**src/rtl/lrsc_pkg.sv**
```systemverilog
// Package: shared types for the reservation / conditional-store controller.
// Assumes one outstanding bus write at most.
package lrsc_pkg;
    typedef enum logic {
        ST_IDLE,
        ST_WAIT_ACK
    } lrsc_state_e;
endpackage

```
**src/rtl/lrsc_resv.sv**
```systemverilog
// Reservation register and match logic.
// Holds a valid bit and the line address above LINE_OFF. Raises cancel in the
// same cycle for a conditional store that misses. Assumes req_fire is only
// high when the controller can accept a request.
module lrsc_resv #(
    parameter int ADDR_W   = 64,
    parameter int LINE_OFF = 6
) (
    input  logic              clk,
    input  logic              rst_n,
    input  logic              req_fire,
    input  logic              req_load,
    input  logic              req_reserve,
    input  logic [ADDR_W-1:0] req_addr,
    output logic              cancel
);
    localparam int LINE_W = ADDR_W - LINE_OFF;

    logic              rsv_valid;
    logic [LINE_W-1:0] rsv_line;
    logic [LINE_W-1:0] req_line;
    logic              set_rsv;
    logic              clr_rsv;

    assign req_line = req_addr[ADDR_W-1:LINE_OFF];

    // Decode set, clear and cancel from the current request.
    always_comb begin
        set_rsv = 1'b0;
        clr_rsv = 1'b0;
        cancel  = 1'b0;
        if (req_fire && req_reserve) begin
            if (req_load) begin
                set_rsv = 1'b1;
            end else begin
                clr_rsv = 1'b1;
                cancel  = !rsv_valid || (req_line != rsv_line);
            end
        end
    end

    // Hold the reservation; reset and clear win over set.
    always_ff @(posedge clk) begin
        if (!rst_n) begin
            rsv_valid <= 1'b0;
            rsv_line  <= '0;
        end else if (clr_rsv) begin
            rsv_valid <= 1'b0;
        end else if (set_rsv) begin
            rsv_valid <= 1'b1;
            rsv_line  <= req_line;
        end
    end
endmodule

```
**src/rtl/lrsc_fsm.sv**
```systemverilog
// Request sequencer and single-beat bus master.
// Starts a bus write for stores that are not cancelled, waits for the
// acknowledge, and raises exactly one completion flag per instruction.
// Assumes the requester honours busy.
module lrsc_fsm
    import lrsc_pkg::*;
#(
    parameter int ADDR_W    = 64,
    parameter int DATA_W    = 64,
    parameter int BUS_ALIGN = 3
) (
    input  logic              clk,
    input  logic              rst_n,
    input  logic              req_fire,
    input  logic              req_load,
    input  logic              req_rc,
    input  logic [ADDR_W-1:0] req_addr,
    input  logic [DATA_W-1:0] req_data,
    input  logic              cancel,
    input  logic              bus_ack,
    output logic              busy,
    output logic              line_we,
    output logic              bus_cyc,
    output logic              bus_stb,
    output logic              bus_we,
    output logic [ADDR_W-1:0] bus_adr,
    output logic [DATA_W-1:0] bus_dat,
    output logic              load_q,
    output logic              fail_q,
    output logic              slow_q,
    output logic              rc_q
);
    lrsc_state_e state;

    assign busy    = (state == ST_WAIT_ACK);
    // Cache write for a store that is allowed to proceed.
    assign line_we = req_fire && !req_load && !cancel;

    // Sequence requests, drive the bus and pulse the completion flags.
    always_ff @(posedge clk) begin
        if (!rst_n) begin
            state   <= ST_IDLE;
            bus_cyc <= 1'b0;
            bus_stb <= 1'b0;
            bus_we  <= 1'b0;
            bus_adr <= '0;
            bus_dat <= '0;
            load_q  <= 1'b0;
            fail_q  <= 1'b0;
            slow_q  <= 1'b0;
            rc_q    <= 1'b0;
        end else begin
            load_q <= 1'b0;
            fail_q <= 1'b0;
            slow_q <= 1'b0;
            case (state)
                ST_IDLE: begin
                    if (req_fire) begin
                        if (req_load) begin
                            load_q <= 1'b1;
                            rc_q   <= 1'b0;
                        end else if (cancel) begin
                            fail_q <= 1'b1;
                            rc_q   <= req_rc;
                        end else begin
                            bus_cyc <= 1'b1;
                            bus_stb <= 1'b1;
                            bus_we  <= 1'b1;
                            bus_adr <= {req_addr[ADDR_W-1:BUS_ALIGN], {BUS_ALIGN{1'b0}}};
                            bus_dat <= req_data;
                            rc_q    <= req_rc;
                            state   <= ST_WAIT_ACK;
                        end
                    end
                end
                ST_WAIT_ACK: begin
                    if (bus_ack) begin
                        bus_cyc <= 1'b0;
                        bus_stb <= 1'b0;
                        bus_we  <= 1'b0;
                        slow_q  <= 1'b1;
                        state   <= ST_IDLE;
                    end
                end
                default: state <= ST_IDLE;
            endcase
        end
    end
endmodule

```
**src/rtl/lrsc_complete.sv**
```systemverilog
// Completion reporting.
// Merges the three completion flags into one pulse and packs the condition
// field. Assumes at most one flag is high at a time.
module lrsc_complete (
    input  logic       load_q,
    input  logic       fail_q,
    input  logic       slow_q,
    input  logic       rc_q,
    input  logic       so_flag,
    output logic       done_valid,
    output logic       done_rc,
    output logic       done_store_done,
    output logic       cr0_we,
    output logic [3:0] cr0_field
);
    // Build the completion outputs and the condition value.
    always_comb begin
        done_valid      = load_q || fail_q || slow_q;
        done_rc         = (fail_q || slow_q) && rc_q;
        done_store_done = slow_q;
        cr0_we          = done_valid && done_rc;
        cr0_field       = cr0_we ? {2'b00, done_store_done, so_flag} : 4'b0000;
    end
endmodule

```
**src/rtl/lrsc_ctrl.sv**
```systemverilog
// Top: reservation and conditional-store controller.
// Gates requests with stall, then ties together the reservation tracker,
// the bus sequencer and the completion logic.
module lrsc_ctrl #(
    parameter int ADDR_W    = 64,
    parameter int DATA_W    = 64,
    parameter int LINE_OFF  = 6,
    parameter int BUS_ALIGN = 3
) (
    input  logic              clk,
    input  logic              rst_n,
    input  logic              req_valid,
    input  logic              req_load,
    input  logic              req_reserve,
    input  logic              req_rc,
    input  logic [ADDR_W-1:0] req_addr,
    input  logic [DATA_W-1:0] req_data,
    input  logic              so_flag,
    output logic              stall,
    output logic              line_we,
    output logic              bus_cyc,
    output logic              bus_stb,
    output logic              bus_we,
    output logic [ADDR_W-1:0] bus_adr,
    output logic [DATA_W-1:0] bus_dat,
    input  logic              bus_ack,
    output logic              done_valid,
    output logic              done_rc,
    output logic              done_store_done,
    output logic              cr0_we,
    output logic [3:0]        cr0_field
);
    logic req_fire;
    logic cancel;
    logic busy;
    logic load_q;
    logic fail_q;
    logic slow_q;
    logic rc_q;

    assign stall    = busy;
    assign req_fire = req_valid && !busy;

    lrsc_resv #(
        .ADDR_W   (ADDR_W),
        .LINE_OFF (LINE_OFF)
    ) u_resv (
        .clk         (clk),
        .rst_n       (rst_n),
        .req_fire    (req_fire),
        .req_load    (req_load),
        .req_reserve (req_reserve),
        .req_addr    (req_addr),
        .cancel      (cancel)
    );

    lrsc_fsm #(
        .ADDR_W    (ADDR_W),
        .DATA_W    (DATA_W),
        .BUS_ALIGN (BUS_ALIGN)
    ) u_fsm (
        .clk      (clk),
        .rst_n    (rst_n),
        .req_fire (req_fire),
        .req_load (req_load),
        .req_rc   (req_rc),
        .req_addr (req_addr),
        .req_data (req_data),
        .cancel   (cancel),
        .bus_ack  (bus_ack),
        .busy     (busy),
        .line_we  (line_we),
        .bus_cyc  (bus_cyc),
        .bus_stb  (bus_stb),
        .bus_we   (bus_we),
        .bus_adr  (bus_adr),
        .bus_dat  (bus_dat),
        .load_q   (load_q),
        .fail_q   (fail_q),
        .slow_q   (slow_q),
        .rc_q     (rc_q)
    );

    lrsc_complete u_cmp (
        .load_q          (load_q),
        .fail_q          (fail_q),
        .slow_q          (slow_q),
        .rc_q            (rc_q),
        .so_flag         (so_flag),
        .done_valid      (done_valid),
        .done_rc         (done_rc),
        .done_store_done (done_store_done),
        .cr0_we          (cr0_we),
        .cr0_field       (cr0_field)
    );
endmodule

```
**config.mk**
```make
export PLATFORM = sky130hd
export DESIGN_NAME = lrsc_ctrl
export DESIGN_NICKNAME = d
export VERILOG_FILES = /design/src/rtl/lrsc_pkg.sv /design/src/rtl/lrsc_resv.sv /design/src/rtl/lrsc_fsm.sv /design/src/rtl/lrsc_complete.sv /design/src/rtl/lrsc_ctrl.sv
export SDC_FILE = /design/constraint.sdc
export NUM_CORES = 1
export LEC_CHECK = 0
export ABC_CLOCK_PERIOD_IN_PS = 3200
export BUFFER_PORTS_ARGS = -buffer_cell sky130_fd_sc_hd__buf_2
export CORE_MARGIN = 2
export CORE_UTILIZATION = 34
export CTS_BUF_LIST = sky130_fd_sc_hd__clkbuf_4 sky130_fd_sc_hd__clkbuf_8 sky130_fd_sc_hd__clkbuf_16
export CTS_CLUSTER_DIAMETER = 200
export CTS_CLUSTER_SIZE = 14
export DETAILED_ROUTE_END_ITERATION = 10
export GPL_TIMING_DRIVEN = 0
export PLACE_DENSITY = 0.62
export SLEW_MARGIN = 40
export SYNTH_ARGS = -nofsm -noshare
export SYNTH_HDL_FRONTEND = slang
export SYNTH_SLANG_ARGS = --single-unit
```
**constraint.sdc**
```tcl
create_clock -name clk -period 3.2 [get_ports clk]
set_clock_uncertainty 0.15 [all_clocks]
set_input_delay 0.32 -clock clk [delete_from_list [all_inputs] [get_ports clk]]
set_output_delay 0.32 -clock clk [all_outputs]
set_load 0.005 [all_outputs]
```
# After elaboration in Yosys (flattened, before gate mapping)
# Cells that the tools add are included.
# word_totals
word_cells	63
input_bits	136
regBits	190
# op_classes
n_eq_ne	5
mux	20
reduce_logical	22
bitwise_logic	6
# op_table
operator	count
58-bit != test	1
1-bit two-way mux	17
4-bit AND reduction	2
1-bit logical AND	6
2-bit != test, second input constant	3
1-bit NOT	6
2-bit AND reduction	3
1-bit zero test	4
1-bit logical OR	4
1-bit one-hot mux with 2 select lines	2
4-bit OR reduction	1
3-bit OR reduction	1
2-bit two-way mux	1
2-bit by 1-bit != test with 1-bit output, second input constant	1
2-bit OR reduction	1

# Longest topological paths before layout
# Gate-level depths: netlist of the first run.
# logic_depth
word_depth	8
ltp_mapped	9
depth_no_buf	6

# Hierarchy
# A second synthesis of the first run with hierarchy kept.
# hier_totals
cells_unflattened	939
hier_area_um2	7719.9
# modules_own_cells
mod	seq_area_each_um2	cells_per_inst	n_inst	area_per_inst_um2
lrsc_fsm	2622.5	581	1	4792.1
lrsc_resv	1181.1	348	1	2850.2
lrsc_complete	0.0	9	1	63.8
lrsc_ctrl	0.0	1	1	13.8

# Worst setup path after synthesis of the first run
# No wires, ideal clock.
# synth_path
path_type	input-to-output
start	in req_addr[37]
end	out line_we
required_ps	2730
arrival_time_ps	2338
path_stages	9
path_slack_ps	392
n_path_buf	3
cell_sequence	xor2_1 > or4_1 > or4b_1 > nor4_2 > and4b_1 > buf_6 > buf_12 > buf_12 > o21a_1
# synth_via
elab_chain_cells	6
# synth_rtl
item	line_no	source
start: declaration	lrsc_ctrl.sv:16	input logic [ADDR_W-1:0] req_addr,
58-bit != test	lrsc_resv.sv:37	cancel = !rsv_valid || (req_line != rsv_line);
1-bit logical OR	lrsc_resv.sv:37	
1-bit two-way mux	lrsc_resv.sv:33	if (req_load) begin
1-bit two-way mux	lrsc_resv.sv:32	if (req_fire && req_reserve) begin
1-bit zero test	lrsc_fsm.sv:37	assign line_we = req_fire && !req_load && !cancel;
1-bit logical AND	lrsc_fsm.sv:37	
end: declaration	lrsc_ctrl.sv:20	output logic line_we,
# No other way between the ends.

# Final worst setup path of the first run
# layout_path
start	reg u_resv.rsv_line[40]
end	out line_we
# layout_via
elab_chain_cells	6
# layout_rtl
item	line_no	source
start: declaration	lrsc_resv.sv:20	logic [LINE_W-1:0] rsv_line;
start signal: assignment	lrsc_resv.sv:51	rsv_line <= req_line;
58-bit != test	lrsc_resv.sv:37	
1-bit logical OR	lrsc_resv.sv:37	
1-bit two-way mux	lrsc_resv.sv:33	
1-bit two-way mux	lrsc_resv.sv:32	
1-bit zero test	lrsc_fsm.sv:37	
1-bit logical AND	lrsc_fsm.sv:37	
# No other way between the ends.

==> reports/results.ini, run 1 <==
[logic_synthesis]
syn_inst = 1526
synth_area_leaders = dfxtp_1 33%, nand2_1 24%, mux2_2 12%, mux2i_1 11%, a21boi_0 3.8%
synth_top_area_cell = dfxtp_1
netlist_area_sq_um = 11530
synth.most_common_cell = nand2_1
synth-async-reset-ratio_pct = 0
ys_ff_latch = 190
avgSynthCellArea_sq_um = 7.554
ys_types = 41
synth_seq_area_share_pct = 33.00
synth_ff_type = dfxtp_1
synthTopCellsByCount = 743 x nand2_1, 190 x dfxtp_1, 125 x mux2_2, 125 x mux2i_1, 79 x clkbuf_1
yosysWarnings = 0
synth-edff-count = 0
yosysTopAreaCellShare_pct = 33.00

[min_path]
min_path_type = in -> reg
hold_depth = 3

[placement]
placed_cell_area_sq_um = 13440
preCtsSetupSlack_ns = -0.1285
hpwl_um = 28020
io_buffers = 266
dp.cells = 2244
gp_congestion = 0.8981

[sta]
fin_crit_sh_pct = 107.3
fmax_ghz = 0.2912
setup_slack_ns = -0.2345
grt_setup_unrepaired = true
setup_viol = 65
max-slew-margin-rel_pct = 49.66
worst_pin_slew_ns = 0.7551
slew_viol_final = 0
hold_viol_final = 0
fin_crit_ns = 3.435

[critical_path]
crit_chain = xor2_1 -> or4_1 -> or4b_4 -> nor4_4 -> and4b_1 -> buf_6 -> buf_16 -> buf_12 -> o21a_1 -> buf_2
cp.depth = 10
end_kind = output pin
critPathMaxFanout = 2
cp.required_ns = 2.73
worstRegToRegCells = 10
crit_buf_inv = 4
worstSetupStartpointType = register
critPathMaxStageDelay_ns = 0.56
arrival_ns = 2.96
crit_type = reg -> out
crit_family = simple AND/OR/NAND/NOR gates
cp_slowest_cell = or4b_4

[global_routing]
grt_pass1_vias = 10950
antenna_found_initial = 2
globalRoute.totalOverflow = 0
grt_pass1_wl_um = 60420
grt_max_degree = 19
grtUsageTotal_pct = 21.59

[routing]
post_drt_wl_per_cell_um = 16.64
viasPerCell = 4.914
post-route-drc-count = 0
num_vias = 11400
drt_iter0_markers = 687
drt_wl_total_um = 38610
drtPass1Iterations = 5
drtAntennaViolNets = 0

[cells_and_area]
utilization_pct = 43.25
final_area_sq_um = 14470
layout-drive-gt1-share_pct = 24.71
instances_no_fill = 2320
area_growth_syn_to_layout_pct = 25.50
n_fill_cell = 3410
finalNetCount = 1993

[clock_tree]
cts_buffers = 17
cts_htree_levels = 4
clockRootBuffer = clkbuf_16
cts_tree = done
clockBufferDepth = 2
clkLatencyLatePin_ns = 0.46
clock-sinks = 190
path_clk_slew_ns = 0.09

[die]
initial_core_util_pct = 34.46
io_pins = 277
die-area_sq_um = 35390
die_h_um = 188.1
rows = 67
die-width_um = 188.1
core_region_area_sq_um = 33450

[run_status]
violations = negative setup slack
status = finished with violations

[power_and_ir_drop]
leakage_nw = 6.306
p_total_mw = 5.607
vdd_drop_max_v = 0.0004103
power.density_nw_per_um2 = 387.6

[run]
drv_cap = 0

## cell type report
| cell class | instances | area [sq um] | share of cell area (%) |
|---|---|---|---|
| plain buffers | 110 | 681.9 | 4.714 |
| well taps | 448 | 560.5 | 3.875 |
| inverters | 6 | 22.52 | 0.1557 |
| multi-input cells | 1223 | 7064 | 48.83 |
| flip-flops and latches | 190 | 3805 | 26.30 |
| clock inverters | 13 | 120.1 | 0.8303 |
| repair buffers | 309 | 1754 | 12.13 |
| clock buffers | 19 | 452.9 | 3.131 |
| diodes | 2 | 5.005 | 0.03460 |
## worst min-delay path, stage by stage
cell and delay (ns):
buf_2 0.14, nand2_1 0.06, a21boi_0 0.06
## state kept, by name, indices dropped and copies added, names as in the netlist
name              count
u_fsm.load_q          1
u_resv.rsv_line      58
u_fsm.bus_cyc         1
u_resv.rsv_valid      1
u_fsm.bus_dat        64
u_fsm.slow_q          1
u_fsm.busy            1
u_fsm.rc_q            1
u_fsm.bus_adr        61
u_fsm.fail_q          1
## stage by stage
| stage | TNS [ns] | hold WS, ns |
|---|---|---|
| 2_1_floorplan | 0 | 0.3019 |
| 3_3_place_gp | -20.88 | 0.3108 |
| 3_5_place_dp | -4.436 | 0.3183 |
| 4_1_cts | -0.5930 | 0.0004701 |
| 5_1_grt | -8.366 | 0.01931 |
| 6_report | -1.039 | 0.01607 |
## cells in the final DEF (no fill, tap or decap), types with 3 or more instances in the layout
cell type,netlist,layout
inv_8,0,4
or4_1,4,4
buf_1,5,5
a21boi_0,59,59
conb_1,1,5
buf_4,7,10
mux2i_1,125,125
clkbuf_2,0,3
o21a_1,4,4
xnor2_1,13,13
a21oi_1,4,4
dlygate4sd3_1,0,40
o21ai_0,5,5
and3_1,3,3
buf_12,12,11
clkbuf_16,0,17
clkbuf_1,79,75
buf_2,5,271
mux2_2,125,125
inv_1,6,6
clkinvlp_4,0,3
dfxtp_1,190,189
inv_6,0,4
nand2b_1,45,45
nand2_1,743,743
nor4_1,13,13
nand4_1,22,22
xor2_1,22,22
nand3_1,6,6
## power by group
| part | leakage (nW) | total [mW] | internal [mW] | switching [mW] |
|---|---|---|---|---|
| Sequential | 1.54 | 2.51 | 2.44 | 0.0614 |
| Clock | 0.275 | 2.18 | 1.07 | 1.11 |
| Combinational | 4.49 | 0.923 | 0.391 | 0.533 |
| Total | 6.31 | 5.61 | 3.91 | 1.70 |
## repair_timing
item	CTS	global route
setup endpoints to repair	47	118
buffers inserted	3	0
gates resized for setup	4	1
hold buffers	40	0
pin swaps	1	0
hold endpoints to repair	40	0
## cell families (layout without fill, tap and decap cells)
logic type             count (synthesis)  after routing  synth area share, %
AND/OR/NAND/NOR                      857            857                30.42
multiplexers                         250            250                23.07
buffers and inverters                117            457                6.046
flip-flops                           190            190                33.00
AO/OA/AOI/OAI                         76             76                4.776
XOR/XNOR                              35             35                2.659
other                                  1              7              0.03253
## worst paths after layout
kind | startpoint | endpoint | slack, ns
setup / recovery | u_resv.rsv_line[40] | line_we | -0.23
setup reg to reg | u_resv.rsv_line[40] | u_fsm.bus_adr[62] | -0.06
hold reg to reg | u_resv.rsv_line[28] | u_resv.rsv_line[28] | 0.33
hold / removal | req_addr[63] | u_resv.rsv_line[57] | 0.02
## layer usage
metal | vias up | wire (um) | GRT usage [%]
met1 | 5401 | 18150 | 29.27
li1 | 5626 | - | -
met3 | 42 | 2026 | 3.837
met2 | 332 | 17720 | 35.21
met4 | 0 | 706 | 5.815
met5 | - | 0 | 0
No activity file was read; power rests on OpenSTA's default activity.
==> run 2: changes to the inputs <==
--- a/config.mk
+++ b/config.mk
@@ -5,8 +5,10 @@
 export SDC_FILE = /design/constraint.sdc
 export NUM_CORES = 1
 export LEC_CHECK = 0
+export ABC_AREA = 1
 export ABC_CLOCK_PERIOD_IN_PS = 3200
 export BUFFER_PORTS_ARGS = -buffer_cell sky130_fd_sc_hd__buf_2
+export CORE_ASPECT_RATIO = 1.1
 export CORE_MARGIN = 2
 export CORE_UTILIZATION = 34
 export CTS_BUF_LIST = sky130_fd_sc_hd__clkbuf_4 sky130_fd_sc_hd__clkbuf_8 sky130_fd_sc_hd__clkbuf_16
@@ -14,7 +16,8 @@
 export CTS_CLUSTER_SIZE = 14
 export DETAILED_ROUTE_END_ITERATION = 10
 export GPL_TIMING_DRIVEN = 0
-export PLACE_DENSITY = 0.62
+export HOLD_SLACK_MARGIN = 0.12
+export PLACE_DENSITY = 0.64
 export SLEW_MARGIN = 40
 export SYNTH_ARGS = -nofsm -noshare
 export SYNTH_HDL_FRONTEND = slang
==> run 2 against run 1 <==
  * The run now ends clean
  * Clock power grew 2%
  * Non-clock buffer count grew 69
  * Design area shrank 14%
  * Critical endpoint unchanged
==> reports/results.ini, run 2 <==
[logic_synthesis]
syn_inst = 1308
synth_area_leaders = dfxtp_1 44%, nand2_1 12%, a21oi_1 10%, nand3_1 7.3%, nor2_1 7.2%
synthTopCellsByCount = 283 x nand2_1, 190 x dfxtp_1, 175 x a21oi_1, 168 x nor2_1, 166 x inv_1
synth_seq_area_share_pct = 43.50
synth_ff_type = dfxtp_1
netlist_area_sq_um = 8743
synth.most_common_cell = nand2_1
yosysWarnings = 0
yosysTopAreaCellShare_pct = 43.50
synth-edff-count = 0
avgSynthCellArea_sq_um = 6.685
synth_top_area_cell = dfxtp_1
ys_ff_latch = 190
synth-async-reset-ratio_pct = 0
ys_types = 25

[die]
initial_core_util_pct = 34.61
io_pins = 277
die-width_um = 156.9
rows = 61
core_region_area_sq_um = 25260
die-area_sq_um = 27020
die_h_um = 172.2

[sta]
fin_tns_setup_ns = 0
slew_viol_final = 0
fmax_ghz = 0.3343
max-slew-margin-rel_pct = 49.76
grt_setup_unrepaired = false
fin_crit_sh_pct = 93.49
fin_crit_ns = 2.992
setup_viol = 0
worst_pin_slew_ns = 0.7536
hold_viol_final = 0
setup_slack_ns = 0.2083

[routing]
post-route-drc-count = 0
drt_wl_total_um = 30230
viasPerCell = 4.606
drtPass1Iterations = 6
drt_iter0_markers = 734
num_vias = 9598
post_drt_wl_per_cell_um = 14.51
drtAntennaViolNets = 0

[min_path]
hold_start = req_data[36]
min_path_type = in -> reg

[cells_and_area]
antenna_cells = 0
top_regs = u_fsm.bus_dat: 64 flops, u_fsm.bus_adr: 61 flops, u_resv.rsv_line: 58 flops
area_growth_syn_to_layout_pct = 42.14
layout-drive-gt1-share_pct = 20.66
regMostFlops = u_fsm.bus_dat
largest_reg_flops = 64
final_cell_mix = 283 x nand2_1, 275 x buf_2, 190 x dfxtp_1
finalNetCount = 1862
final_common_cell = nand2_1

[power_and_ir_drop]
power.share.sequential_pct = 44.3
leakage_nw = 6.239
switching_share_pct = 28.16
p_int_mw = 4.205
power.density_nw_per_um2 = 471.0
combPwrFrac_pct = 17.5
power_frac_clock_pct = 38.1
vdd_drop_max_v = 0.0003110
power.switching_mw = 1.648

[run_status]
status = complete, no violations

[global_routing]
antenna_found_initial = 0
grt_max_degree = 18
grt_pass1_vias = 8984
globalRoute.totalOverflow = 0
grtUsageTotal_pct = 21.78
grt_pass1_wl_um = 46150

[clock_tree]
clockRootBuffer = clkbuf_16
clkLatencyLatePin_ns = 0.43
clockBufferDepth = 2
post-cts-setup-buffers = 0
clock-sinks = 190
cts_htree_levels = 4
path_clk_slew_ns = 0.08
cts_tree = done
cts_buffers = 17

[critical_path]
crit_type = in -> out
arrival_ns = 2.52
critPathMaxFanout = 10
crit_chain = dlygate4sd3_1 -> buf_2 -> nor2_4 -> clkbuf_4 -> clkbuf_1 -> nand2_1 -> inv_1 -> buf_2
cp.required_ns = 2.73
crit_family = buffers and inverters
crit_start = req_load
crit_buf_inv = 6
worstSetupStartpointType = input pin
critPathMaxStageDelay_ns = 0.54
end_kind = output pin
crit_top_cell = buf_2
r2r_start = u_fsm.busy
cp_slowest_cell = dlygate4sd3_1

[placement]
hpwl_um = 21770
gp_congestion = 0.8698
io_buffers = 267
preCtsSetupSlack_ns = 0.3642

[run]
drv_cap = 0

## run 2: changes by cell type in the layout (fill, tap and decap cells not counted), moves of 58 or more
cell,delta
a21oi_1,+171
inv_1,+160
mux2_2,-125
nand2_1,-460
a21boi_0,-59
mux2i_1,-125
dlygate4sd3_1,+89
nand3_1,+121
o21ai_0,+58
nor2_1,+166
## run 2: worst paths after layout
kind / endpoint / slack [ns] / cells after the start
max: line_we / 0.21 / 8
min: u_fsm.bus_dat[36] / 0.13 / 5
max reg2reg: u_resv.rsv_line[50] / 0.67 / 8
min reg2reg: u_resv.rsv_line[39] / 0.32 / 2
## run 2: repair_timing
| action | CTS | global route |
|---|---|---|
| hold endpoints to repair | 157 | 0 |
| resized for setup | 1 | 1 |
| endpoints found under the setup margin | 1 | 1 |
| hold buffers | 129 | 0 |
## run 2: logic make-up after synthesis
| logic type | Yosys count | synth area share, % |
|---|---|---|
| AO/OA/AOI/OAI | 254 | 15.00 |
| XOR/XNOR | 9 | 0.9016 |
| buffers and inverters | 272 | 13.58 |
| flip-flops | 190 | 43.50 |
| other | 1 | 0.04289 |
| AND/OR/NAND/NOR | 582 | 26.97 |
## run 2: metrics by stage
stage | instances | utilization, % | power (mW) | area [sq um] | hold WS (ns)
floorplan | 1312 | - | 3.162 | 8758 | 0.2862
global placement | 1925 | 41.67 | 3.530 | 10530 | 0.2956
detailed placement | 1925 | 41.68 | 3.542 | 10530 | 0.3070
CTS | 2085 | 49.21 | 5.912 | 12430 | 0.1203
global route | 2084 | 49.20 | 6.131 | 12430 | 0.1687
finish | 2084 | 49.20 | 5.853 | 12430 | 0.1297
## run 2: worst register-to-register path: stages, from the launching register on
cell and delay, ns:
dfxtp_1 0.32, inv_1 0.08, nand2_1 0.15, inv_1 0.09, nand3_1 0.31, inv_1 0.17
clkbuf_1 0.43, clkbuf_1 0.54, a21oi_1 0.16
## run 2: layer usage
| layer | global-route usage [%] | share of wire, % | vias up |
|---|---|---|---|
| met5 | 0 | 0 | - |
| met2 | 39.45 | 49 | 289 |
| met1 | 26.59 | 44 | 4346 |
| met3 | 3.459 | 5.2 | 42 |
| li1 | - | - | 4921 |
| met4 | 6.223 | 1.9 | 0 |
## run 2: power groups by stage
stage,Combinational (mW),Clock [mW],Sequential [mW]
after floorplan,0.508,0,2.65
after global placement,0.884,0,2.65
after detailed placement,0.893,0,2.65
after CTS,1.02,2.29,2.60
after global routing,1.15,2.37,2.61
final,1.03,2.23,2.60
## run 2: layout make-up
cell class	count	area (sq um)
Multi-Input combinational cell	850	3772
Clock inverter	12	152.6
Sequential cell	190	3804
Clock buffer	19	452.9
Tap cell	346	432.9
Timing Repair Buffer	396	2628
Fill cell	2556	12830
Inverter	179	671.9
Buffer	92	514.2
==> run 3: changes to the inputs <==
--- a/config.mk
+++ b/config.mk
@@ -10,15 +10,16 @@
 export BUFFER_PORTS_ARGS = -buffer_cell sky130_fd_sc_hd__buf_2
 export CORE_ASPECT_RATIO = 1.1
 export CORE_MARGIN = 2
-export CORE_UTILIZATION = 34
+export CORE_UTILIZATION = 52
 export CTS_BUF_LIST = sky130_fd_sc_hd__clkbuf_4 sky130_fd_sc_hd__clkbuf_8 sky130_fd_sc_hd__clkbuf_16
 export CTS_CLUSTER_DIAMETER = 200
 export CTS_CLUSTER_SIZE = 14
 export DETAILED_ROUTE_END_ITERATION = 10
 export GPL_TIMING_DRIVEN = 0
 export HOLD_SLACK_MARGIN = 0.12
-export PLACE_DENSITY = 0.64
+export PLACE_DENSITY = 0.77
 export SLEW_MARGIN = 40
 export SYNTH_ARGS = -nofsm -noshare
 export SYNTH_HDL_FRONTEND = slang
+export SYNTH_HIERARCHICAL = 1
 export SYNTH_SLANG_ARGS = --single-unit
==> run 3 against run 2 <==
  * Synthesized cell count rose by 5.7%
  * Sequential power about the same
  * Sequential cell count unchanged
  * Setup slack worse by 0.085 ns
  * Area after synthesis rose by 3.6%
  * Clock-buffer cell count fell by 1
  * Design area rose by 1.1%
  * Clock power shrank 8%
  * Critical path depth increased by 6
  * Maximum frequency fell by 2.8%
  * Core utilization grew 25 points
  * Worst hold slack better by 0.026 ns
  * Critical endpoint is now u_fsm/bus_dat[26]
==> reports/results.ini, run 3 <==
[logic_synthesis]
synth.most_common_cell = nand2_1
synth_area_leaders = dfxtp_1 42%, nand2_1 12%, inv_1 9.8%, a21oi_1 9.3%, nand3_1 7.1%
synth-edff-count = 0
synth_ff_type = dfxtp_1
yosysTopAreaCellShare_pct = 41.98
ys_ff_latch = 190
synth_seq_area_share_pct = 41.98
syn_inst = 1382
avgSynthCellArea_sq_um = 6.556
yosysWarnings = 6
synth-async-reset-ratio_pct = 0
netlist_area_sq_um = 9060
synth_top_area_cell = dfxtp_1
synthTopCellsByCount = 291 x nand2_1, 237 x inv_1, 190 x dfxtp_1, 168 x a21oi_1, 167 x nor2_1
ys_types = 27

[sta]
fmax_ghz = 0.3251
max-slew-margin-rel_pct = 47.56
hold_viol_final = 0
grt_setup_unrepaired = false
fin_crit_sh_pct = 96.14
setup_viol = 0
slew_viol_final = 0
fin_crit_ns = 3.076
holdWs_ns = 0.1557
fin_tns_setup_ns = 0
worst_pin_slew_ns = 0.7866

[run_status]
status = complete, no violations

[min_path]
min_path_type = in -> reg

[critical_path]
arrival_ns = 3.26
worstSetupStartpointType = input pin
timing.reg2reg.setup_slack_ns = 0.36
cp.required_ns = 3.38
crit_type = in -> reg
critPathMaxFanout = 10
worstRegToRegCells = 12
crit_start = req_addr[54]
end_kind = register
r2r_start = u_resv/rsv_line[48]
endpoint = u_fsm/bus_dat[26]
r2r_end = u_fsm/bus_dat[26]

[clock_tree]
clockBufferDepth = 2
cts_tree = done
clock-sinks = 190
path_clk_slew_ns = 0.07
ctsResizeCount = 0
cts_buffers = 17
cts_htree_levels = 4
clockRootBuffer = clkbuf_16
clkLatencyLatePin_ns = 0.43

[cells_and_area]
finalNetCount = 1937
regArea_sq_um = 3804
regMostFlops = u_fsm/bus_dat
final_area_sq_um = 12570
area_growth_syn_to_layout_pct = 38.74
top_regs = u_fsm/bus_dat: 64 flops, u_fsm/bus_adr: 61 flops, u_resv/rsv_line: 58 flops
largest_reg_flops = 64
n_fill_cell = 1395
final_cell_mix = 308 x buf_2, 291 x nand2_1, 237 x inv_1
multi_input_area_sq_um = 3881
layout-drive-gt1-share_pct = 21.55
final_common_cell = buf_2

[placement]
gp_congestion = 0.8838
placed_cell_area_sq_um = 10700
hpwl_um = 19290
io_buffers = 267

[global_routing]
grtUsageTotal_pct = 30.70
antenna_found_initial = 0
grt_util_met2_pct = 52.11
use_met1_pct = 36.90
grt_busiest_layer = met2
use_met3_pct = 5.602
grt_max_degree = 18
grt_pass1_vias = 9558
globalRoute.totalOverflow = 0
grt_pass1_wl_um = 45310

[routing]
drtPass1Iterations = 6
viasPerCell = 4.932
drtAntennaViolNets = 0
drt_iter0_markers = 654
drt_wl_total_um = 29030
post_drt_wl_per_cell_um = 14.17
post-route-drc-count = 0
num_vias = 10110

[die]
rows = 50
die-area_sq_um = 18500
die_h_um = 142.4
io_pins = 277
die-width_um = 129.9
initial_core_util_pct = 53.24
core_region_area_sq_um = 17020

[power_and_ir_drop]
vdd_drop_max_v = 0.0003320
leakage_nw = 6.569
power.density_nw_per_um2 = 462.2

[run]
drv_cap = 0

==> run 3: stage by stage <==
step	std cells	worst slack, ns	util, %	total power [mW]
final	2049	0.1237	73.87	5.810
after global placement	1886	0.2816	62.88	3.618
after CTS	2048	0.2052	73.85	5.797
after detailed placement	1886	0.3058	62.88	3.640
after floorplan	1385	1.023	-	3.238
after global routing	2048	0.02209	73.85	6.064
==> run 3: final cells by class <==
type	count	share of cell area, %
multi-input cells	862	30.88
flip-flops and latches	190	30.26
repair buffers	397	20.98
inverters	239	7.137
plain buffers	94	3.892
clock buffers	18	3.444
well taps	234	2.329
clock inverters	14	1.055
diodes	1	0.01991
==> run 3: per-layer routing <==
layer / vias to the layer above / share of wire, %
li1: 5079 / -
met1: 4513 / 41
met2: 414 / 49
met3: 100 / 5.6
met4: 0 / 4.4
met5: - / 0
==> run 3: critical path, cell delays in order <==
cell and delay [ns]:
dlygate4sd3_1 0.54, buf_2 0.15, xnor2_1 0.26, nand2_1 0.12
nor2_1 0.10, nand3_1 0.11, nor2_1 0.19, a21oi_1 0.19
nor2_4 0.32, buf_2 0.39, buf_2 0.30, nand3_1 0.12
nand2_1 0.08, nor2_1 0.04
==> run 3: worst min path at each step <==
stage | from | to | slack, ns | cells after the start
final | req_valid | u_fsm/load_q | 0.16 | 5
after global routing | rst_n | u_resv/rsv_line[14] | 0.18 | 3
after detailed placement | u_resv/rsv_line[41] | u_resv/rsv_line[41] | 0.30 | 2
after CTS | rst_n | u_fsm/bus_dat[36] | 0.14 | 3
after global placement | u_resv/rsv_line[41] | u_resv/rsv_line[41] | 0.29 | 2
after floorplan | u_resv/rsv_line[11] | u_resv/rsv_line[11] | 0.28 | 2
==> run 3: logic make-up (layout without fill, tap and decap cells) <==
kind of cell              count (synthesis)  count (layout)  share of synthesized area (%)
AOI/OAI and AO/OA                       255             255                          14.94
xor gates and xnor gates                  7               7                         0.6767
buffers and inverters                   333             762                          15.30
DFF                                     190             190                          41.98
other                                     2               6                        0.08289
and+or+nand+nor                         595             595                          27.01
==> run 3: where the power goes <==
group	leakage [nW]	switching (mW)	internal, mW
combinational	4.74	0.641	0.496
sequential	1.56	0.0835	2.53
clock	0.272	0.969	1.09
total	6.57	1.69	4.12
==> run 3: repair_timing <==
item                                   CTS  global route
endpoints found under the hold margin  184             0
hold buffers                           130             0
buffers inserted                         0             0
